`src/rtl/vram_pacer_pkg.sv`:
```
package vram_pacer_pkg;

    typedef enum logic {
        REG_ACTIVE = 1'b0,
        REG_BLANK  = 1'b1
    } region_t;

    typedef enum logic {
        GEOM_50 = 1'b0,
        GEOM_60 = 1'b1
    } geom_t;

    function automatic int max_int(input int a, input int b);
        return (a > b) ? a : b;
    endfunction

    function automatic geom_t geom_of(input logic sel60);
        return sel60 ? GEOM_60 : GEOM_50;
    endfunction

endpackage

```
`src/rtl/pacer_raster.sv`:
```
module pacer_raster
    import vram_pacer_pkg::*;
#(
    parameter int LINE_CYC  = 228,
    parameter int ACT_LINES = 192,
    parameter int LINES_50  = 313,
    parameter int LINES_60  = 262,
    parameter int CW        = 8,
    parameter int LW        = 9
) (
    input  logic          clk,
    input  logic          rst,
    input  logic          mode_60,
    output logic [CW-1:0] cyc,
    output logic [LW-1:0] line,
    output region_t       region,
    output logic          blank_start,
    output logic          frame_end
);
    localparam logic [CW-1:0] CYC_LAST  = CW'(LINE_CYC - 1);
    localparam logic [LW-1:0] LAST_50   = LW'(LINES_50 - 1);
    localparam logic [LW-1:0] LAST_60   = LW'(LINES_60 - 1);
    localparam logic [LW-1:0] ACT_LAST  = LW'(ACT_LINES - 1);
    localparam logic [LW-1:0] ACT_COUNT = LW'(ACT_LINES);

    geom_t         geom;
    logic          line_end;
    logic [LW-1:0] last_line;

    assign line_end    = (cyc == CYC_LAST);
    assign last_line   = (geom == GEOM_60) ? LAST_60 : LAST_50;
    assign frame_end   = line_end && (line == last_line);
    assign blank_start = line_end && (line == ACT_LAST);
    assign region      = (line >= ACT_COUNT) ? REG_BLANK : REG_ACTIVE;

    always_ff @(posedge clk) begin
        if (rst) begin
            cyc  <= '0;
            line <= '0;
            geom <= geom_of(mode_60);
        end else if (line_end) begin
            cyc <= '0;
            if (frame_end) begin
                line <= '0;
                geom <= geom_of(mode_60);
            end else begin
                line <= line + 1'b1;
            end
        end else begin
            cyc <= cyc + 1'b1;
        end
    end

    a_r2_line_wrap: assert property (@(posedge clk) disable iff (rst)
        line_end |=> (cyc == '0));

    a_r3_frame_wrap: assert property (@(posedge clk) disable iff (rst)
        frame_end |=> (line == '0));

    a_r10_geom_held: assert property (@(posedge clk) disable iff (rst)
        !frame_end |=> $stable(geom));

endmodule

```
`src/rtl/pacer_irq.sv`:
```
module pacer_irq (
    input  logic clk,
    input  logic rst,
    input  logic set_pulse,
    input  logic ack,
    output logic irq
);
    always_ff @(posedge clk) begin
        if (rst)            irq <= 1'b0;
        else if (set_pulse) irq <= 1'b1;
        else if (ack)       irq <= 1'b0;
    end

    a_r4_irq_on_blank: assert property (@(posedge clk) disable iff (rst)
        set_pulse |=> irq);

    a_r5_irq_held: assert property (@(posedge clk) disable iff (rst)
        (irq && !ack) |=> irq);

    a_r5_irq_ack: assert property (@(posedge clk) disable iff (rst)
        (ack && !set_pulse) |=> !irq);

endmodule

```
`src/rtl/pacer_spacer.sv`:
```
module pacer_spacer
    import vram_pacer_pkg::*;
#(
    parameter int GAP_ACT = 29,
    parameter int GAP_BLK = 8,
    parameter int GW      = 5
) (
    input  logic    clk,
    input  logic    rst,
    input  region_t region,
    input  logic    wr_stb,
    output logic    ready,
    output logic    accept,
    output logic    violation
);
    localparam logic [GW-1:0] SAT  = GW'(max_int(GAP_ACT, GAP_BLK));
    localparam logic [GW-1:0] NACT = GW'(GAP_ACT);
    localparam logic [GW-1:0] NBLK = GW'(GAP_BLK);

    logic [GW-1:0] gap;
    logic [GW-1:0] need;

    assign need   = (region == REG_BLANK) ? NBLK : NACT;
    assign ready  = (gap >= need);
    assign accept = wr_stb && ready;

    always_ff @(posedge clk) begin
        if (rst) begin
            gap       <= SAT;
            violation <= 1'b0;
        end else begin
            if (accept)          gap <= GW'(1);
            else if (gap < SAT)  gap <= gap + 1'b1;
            if (wr_stb && !ready) violation <= 1'b1;
        end
    end

    a_r9_sticky: assert property (@(posedge clk) disable iff (rst)
        violation |=> violation);

    a_r9_early_flagged: assert property (@(posedge clk) disable iff (rst)
        (wr_stb && !ready) |=> violation);

    a_r6_stall_after_accept: assert property (@(posedge clk) disable iff (rst)
        accept |=> !ready);

    a_r9_gap_kept: assert property (@(posedge clk) disable iff (rst)
        (!accept && gap < SAT) |=> (gap == $past(gap) + 1'b1));

endmodule

```
`src/rtl/vram_pacer.sv`:
```
module vram_pacer
    import vram_pacer_pkg::*;
#(
    parameter int DW        = 8,
    parameter int LINE_CYC  = 228,
    parameter int ACT_LINES = 192,
    parameter int LINES_50  = 313,
    parameter int LINES_60  = 262,
    parameter int GAP_ACT   = 29,
    parameter int GAP_BLK   = 8
) (
    input  logic          clk,
    input  logic          rst,
    input  logic          mode_60,
    input  logic          wr_stb,
    input  logic [DW-1:0] wr_data,
    input  logic          irq_ack,
    output logic          frame_irq,
    output logic          in_blank,
    output logic          ready,
    output logic          violation,
    output logic          vram_we,
    output logic [DW-1:0] vram_wdata
);
    localparam int CW = $clog2(LINE_CYC);
    localparam int LW = $clog2(max_int(LINES_50, LINES_60));
    localparam int GW = $clog2(max_int(GAP_ACT, GAP_BLK) + 1);

    logic [CW-1:0] cyc;
    logic [LW-1:0] line;
    region_t       region;
    logic          blank_start;
    logic          frame_end;
    logic          accept;

    pacer_raster #(
        .LINE_CYC (LINE_CYC),
        .ACT_LINES(ACT_LINES),
        .LINES_50 (LINES_50),
        .LINES_60 (LINES_60),
        .CW       (CW),
        .LW       (LW)
    ) u_raster (
        .clk        (clk),
        .rst        (rst),
        .mode_60    (mode_60),
        .cyc        (cyc),
        .line       (line),
        .region     (region),
        .blank_start(blank_start),
        .frame_end  (frame_end)
    );

    pacer_irq u_irq (
        .clk      (clk),
        .rst      (rst),
        .set_pulse(blank_start),
        .ack      (irq_ack),
        .irq      (frame_irq)
    );

    pacer_spacer #(
        .GAP_ACT(GAP_ACT),
        .GAP_BLK(GAP_BLK),
        .GW     (GW)
    ) u_spacer (
        .clk      (clk),
        .rst      (rst),
        .region   (region),
        .wr_stb   (wr_stb),
        .ready    (ready),
        .accept   (accept),
        .violation(violation)
    );

    assign in_blank   = (region == REG_BLANK);
    assign vram_we    = accept;
    assign vram_wdata = wr_data;

    a_r11_we_needs_ready: assert property (@(posedge clk) disable iff (rst)
        vram_we |-> (ready && wr_stb));

    a_r4_irq_with_blank: assert property (@(posedge clk) disable iff (rst)
        $rose(in_blank) |-> frame_irq);

    a_r2_blank_edge_at_line_end: assert property (@(posedge clk) disable iff (rst)
        $rose(in_blank) |-> ($past(cyc) == CW'(LINE_CYC - 1) && cyc == '0));

endmodule

```
`config.mk`:
```
export PLATFORM = sky130hd
export DESIGN_NAME = vram_pacer
export DESIGN_NICKNAME = d
export VERILOG_FILES = /design/src/rtl/vram_pacer_pkg.sv /design/src/rtl/pacer_raster.sv /design/src/rtl/pacer_irq.sv /design/src/rtl/pacer_spacer.sv /design/src/rtl/vram_pacer.sv
export SDC_FILE = /design/constraint.sdc
export NUM_CORES = 1
export LEC_CHECK = 0
export ABC_AREA = 0
export CORE_UTILIZATION = 40
export DETAILED_ROUTE_END_ITERATION = 10
export HOLD_SLACK_MARGIN = 0.12
export PLACE_DENSITY_LB_ADDON = 0.1
export SKIP_LAST_GASP = 1
export SYNTH_ARGS = -nofsm -noshare
export SYNTH_HDL_FRONTEND = slang
export SYNTH_SLANG_ARGS = --single-unit
```
`constraint.sdc`:
```
create_clock -name clk -period 2.8 [get_ports clk]
set_input_delay 0.56 -clock clk [delete_from_list [all_inputs] [get_ports clk]]
set_output_delay 0.56 -clock clk [all_outputs]
set_load 0.05 [all_outputs]
```
==> results.txt, run 1 <==
* Final instance area: 1560 sq um
- The floorplan step set the die width to 60.8 um.
* Clock skew after layout: 5.16 ps
- Transition time of the tightest slew-check pin: 507 ps
- For this run, the share of the core covered by cells in the final layout is 49.0%.
- Row count: 20
- Multi-input logic area: 793 sq um
- CTS built an H-tree with a depth of 1.
- Antenna fix cells: 0
- Maximum fanout count along the critical path: 2
* Largest area contributor in the synthesized netlist: sky130_fd_sc_hd__dfxtp_1
- On the critical path, the stage with the largest delay is an instance of sky130_fd_sc_hd__or3b_4.
- HPWL after detailed placement: 1.79 mm
* Sequential element share of the synthesized area: 36.9%
* Worst min path class: flip-flop to flip-flop
- Data required time at the worst endpoint: 2240 ps
- Shortest clock period the worst path allows after layout: 2810 ps
* First DRT Iteration DRCs: 57
* RSZ-0062 raised after global routing: true
- The synthesized netlist contains 42 unique library cells.
- Worst rel slew slack: 66.1%
- Across every metal layer, demand over resource in global routing totals 15.3%.
* Kind of cell with the highest combined delay on the critical path: simple AND/OR/NAND/NOR gates
- Tracing the worst setup path back leads to its startpoint at u_raster.line[6].
* Average vias per placed instance: 5.01
- Commonest cells post-synth: sky130_fd_sc_hd__dfxtp_1 (24), sky130_fd_sc_hd__nor2_1 (18), sky130_fd_sc_hd__nand2_1 (12), sky130_fd_sc_hd__xnor2_1 (12)
- Post-route setup slack: -14.7 ps
* Asr flop ratio synth: 0%
- Worst setup path class: flip-flop to output pin
- Setup violations remaining at the end of the flow were counted as 1.
- Sinks on Clock Net: 25
- Clock-pin slew was measured on the worst setup and hold paths at 140 ps.
- Wire length of the first global-routing pass: 4.19 mm
- Hold violation total from the final report: 0
* Final-stage net count: 177
- In this run the cell area measured after placement is 1450 sq um.
* CTS Buf Count: 3
- For this run, the slowest stage of the critical path takes 380 ps.
- Area added between synthesis and finish: 12.6%
* Startpoint of the lowest-slack register-to-register path: u_raster.line[6]
- Standby leakage power: 0.580 nW
* Reg2reg setup slack: 830 ps
- Top achievable clock speed: 0.355 GHz
* Largest cells by area after synthesis: sky130_fd_sc_hd__dfxtp_1 (35%), sky130_fd_sc_hd__xnor2_1 (7.6%), sky130_fd_sc_hd__ha_1 (6.3%), sky130_fd_sc_hd__nor2_1 (4.9%), sky130_fd_sc_hd__buf_4 (4.3%)
- Before antenna repair, the detailed router went through 4 iterations.
- Across the whole layout, storage elements account for 515 sq um.
- The tree is rooted in a sky130_fd_sc_hd__clkbuf_4.
- Synthesized area per cell: 9.35 sq um
* Clock latency at the later pin of the worst-skew pair: 310 ps
- Total buffers and inverters traversed by the critical path: 2
- The checks that failed: setup timing.
- The flow ran to the end, but the final reports show violations.
- Power per Cell Area: 671 nW/um^2
- Maximum number of pins on one net before global-route repair: 14
- In the final layout, the share of cells above drive strength 1 is 21.8%.
- The completed layout was analyzed and its total power is 1.05 mW.
- Counting every instance in the synthesized netlist gives 148.
- Worst setup path end: ready
- Nature of the critical path endpoint: output pin
- Height of the die: 60.8 um
- DR DRC count: 0
* IO Pins: 26
- Count of input and output buffers: 9
- At the end of routability-driven placement, the weighted congestion stood at 0.850.
- The critical path runs through a total of 8 cells.
* Aggregate routed wire length: 2.49 mm
- The number of nets handed over by synthesis was 168.
- Effective utilization at floorplan: 43.5%
- The cell area that synthesis handed to floorplanning was 1380 sq um.
- The via count of the first global-routing pass was 955.
* Max VDD drop: 0.000516 V
* Number of filler cells placed in the layout: 324
- R2R cell count: 9
* Count of state elements after synthesis: 25
- Once detail routing completed, the nets flagged for antenna violations numbered 0.
* Number of slew-limit violations in the final report: 0
* Critical path cell sequence: a21o_4, inv_2, ha_4, or3b_4, and2_4, o211a_1, or2_4, buf_8
- Yosys warning total: 0
- The die covers 3700 sq um.
- In the final timing run, aggregate negative setup slack is -14.7 ps.
- The routed layout has 1002 vias.
- Most common cell in the netlist: sky130_fd_sc_hd__dfxtp_1
* Worst Setup Start Kind: flip-flop
* Number of buffers on the longest clock path: 2
- The worst register-to-register path ends at u_spacer.violation.
- Critical path arrival: 2250 ps
* Area of the core: 3180 sq um
- TritonCTS built the clock tree.
* Max Cap Viol: 0
- Routed length per placed instance: 12.5 um
- Counting flops with a built-in enable in the synthesized netlist gives 1.
- The worst hold path begins at u_spacer.violation.
- Before CTS, the worst setup slack after placement is 150 ps.
- Most used flip-flop cell after synthesis: sky130_fd_sc_hd__dfxtp_1
- GRT Residual Overflow: 0
- The synthesized design devotes to its leading area cell type 34.7% of total area.
- After layout, the worst path uses 101% of the clock period.
- The initial antenna violation count was 0.
## placed cells by master, fill, tap and decap left out, types with 2 or more instances in the layout
cell type                         count
sky130_fd_sc_hd__ha_1                 6
sky130_fd_sc_hd__nor4_4               2
sky130_fd_sc_hd__o32ai_1              2
sky130_fd_sc_hd__o21ai_0              3
sky130_fd_sc_hd__clkbuf_4             3
sky130_fd_sc_hd__clkdlybuf4s50_1      7
sky130_fd_sc_hd__nor4_2               2
sky130_fd_sc_hd__nor3_1               8
sky130_fd_sc_hd__dfxtp_2              4
sky130_fd_sc_hd__buf_4                8
sky130_fd_sc_hd__dfxtp_1             20
sky130_fd_sc_hd__nor2_1              18
sky130_fd_sc_hd__xnor2_1             12
sky130_fd_sc_hd__nand3_1              8
sky130_fd_sc_hd__inv_1                5
sky130_fd_sc_hd__xor2_1               3
sky130_fd_sc_hd__nand2_1             12
## state kept, by name, indices dropped and copies added, names as in the netlist
register and count:
u_spacer.violation 1, u_raster.cyc 8, u_spacer.gap 5, u_raster.line 9
u_raster.geom 1, u_irq.irq 1
## stage by stage
step	std cells	hold slack [ps]
after detailed placement	191	454
after global placement	191	473
after floorplan	148	456
after CTS	199	480
final	200	479
after global routing	200	495
## layout make-up
cell class                      count  area share (%)
Multi-Input combinational cell    105            50.9
Timing Repair Buffer               16            9.32
Clock buffer                        4            1.69
Sequential cell                    25            33.1
Inverter                            6            1.45
Tap cell                           44            3.53
## power by group
| group | internal, mW | leakage, nW | switching, mW | total [mW] |
|---|---|---|---|---|
| Clock | 0.0557 | 0.0150 | 0.106 | 0.162 |
| Sequential | 0.400 | 0.206 | 0.0466 | 0.447 |
| Combinational | 0.213 | 0.358 | 0.224 | 0.437 |
| Total | 0.669 | 0.580 | 0.377 | 1.05 |
## routing by layer
metal / share of wire (%) / routed length [um] / GRT usage (%) / up-vias
li1: - / - / - / 522
met1: 49 / 1230 / 20.4 / 461
met2: 46 / 1160 / 24.8 / 17
met3: 3.6 / 89 / 3.84 / 2
met4: 0.72 / 18 / 3.90 / 0
met5: 0 / 0 / 0 / -
## cells by family (layout without fill, tap and decap cells)
group           after synthesis  in the layout  synth area share (%)
mux                           2              2                  1.54
buf+inv                      18             26                  8.14
compound gates               15             15                  8.23
simple gates                 66             66                  29.4
xor+xnor                     15             15                  9.49
flops                        25             25                  36.9
fa+ha+maj                     7              7                  6.33
## worst register-to-register path, delay by kind of cell, from the launching register on
family	cells	cell delay (ps)
and+or+nand+nor	2	530
AOI/OAI and AO/OA	3	540
buffers and inverters	3	310
adders and majority gates	1	180
DFF	1	360
## how the worst min path moves through the flow
stage                    endpoint  cells past startpoint
6_report       u_spacer.violation                      1
5_1_grt        u_spacer.violation                      1
4_1_cts        u_spacer.violation                      1
3_5_place_dp   u_spacer.violation                      1
3_3_place_gp   u_spacer.violation                      1
2_1_floorplan     u_raster.cyc[0]                      1
## what timing repair did
action,4_1_cts,5_1_grt
pin swaps,5,3
hold buffers,0,0
resized for setup,9,4
endpoints found under the setup margin,2,2
setup buffers,4,1
Power figures use the tool's default switching activity.
==> inputs of run 2 (changes only) <==
--- a/config.mk
+++ b/config.mk
@@ -6,6 +6,7 @@
 export NUM_CORES = 1
 export LEC_CHECK = 0
 export ABC_AREA = 0
+export ABC_CLOCK_PERIOD_IN_PS = 2800
 export CORE_UTILIZATION = 40
 export DETAILED_ROUTE_END_ITERATION = 10
 export HOLD_SLACK_MARGIN = 0.12
==> results of run 2 <==
The final DEF is identical to that of run 1; final timing and power are the same.
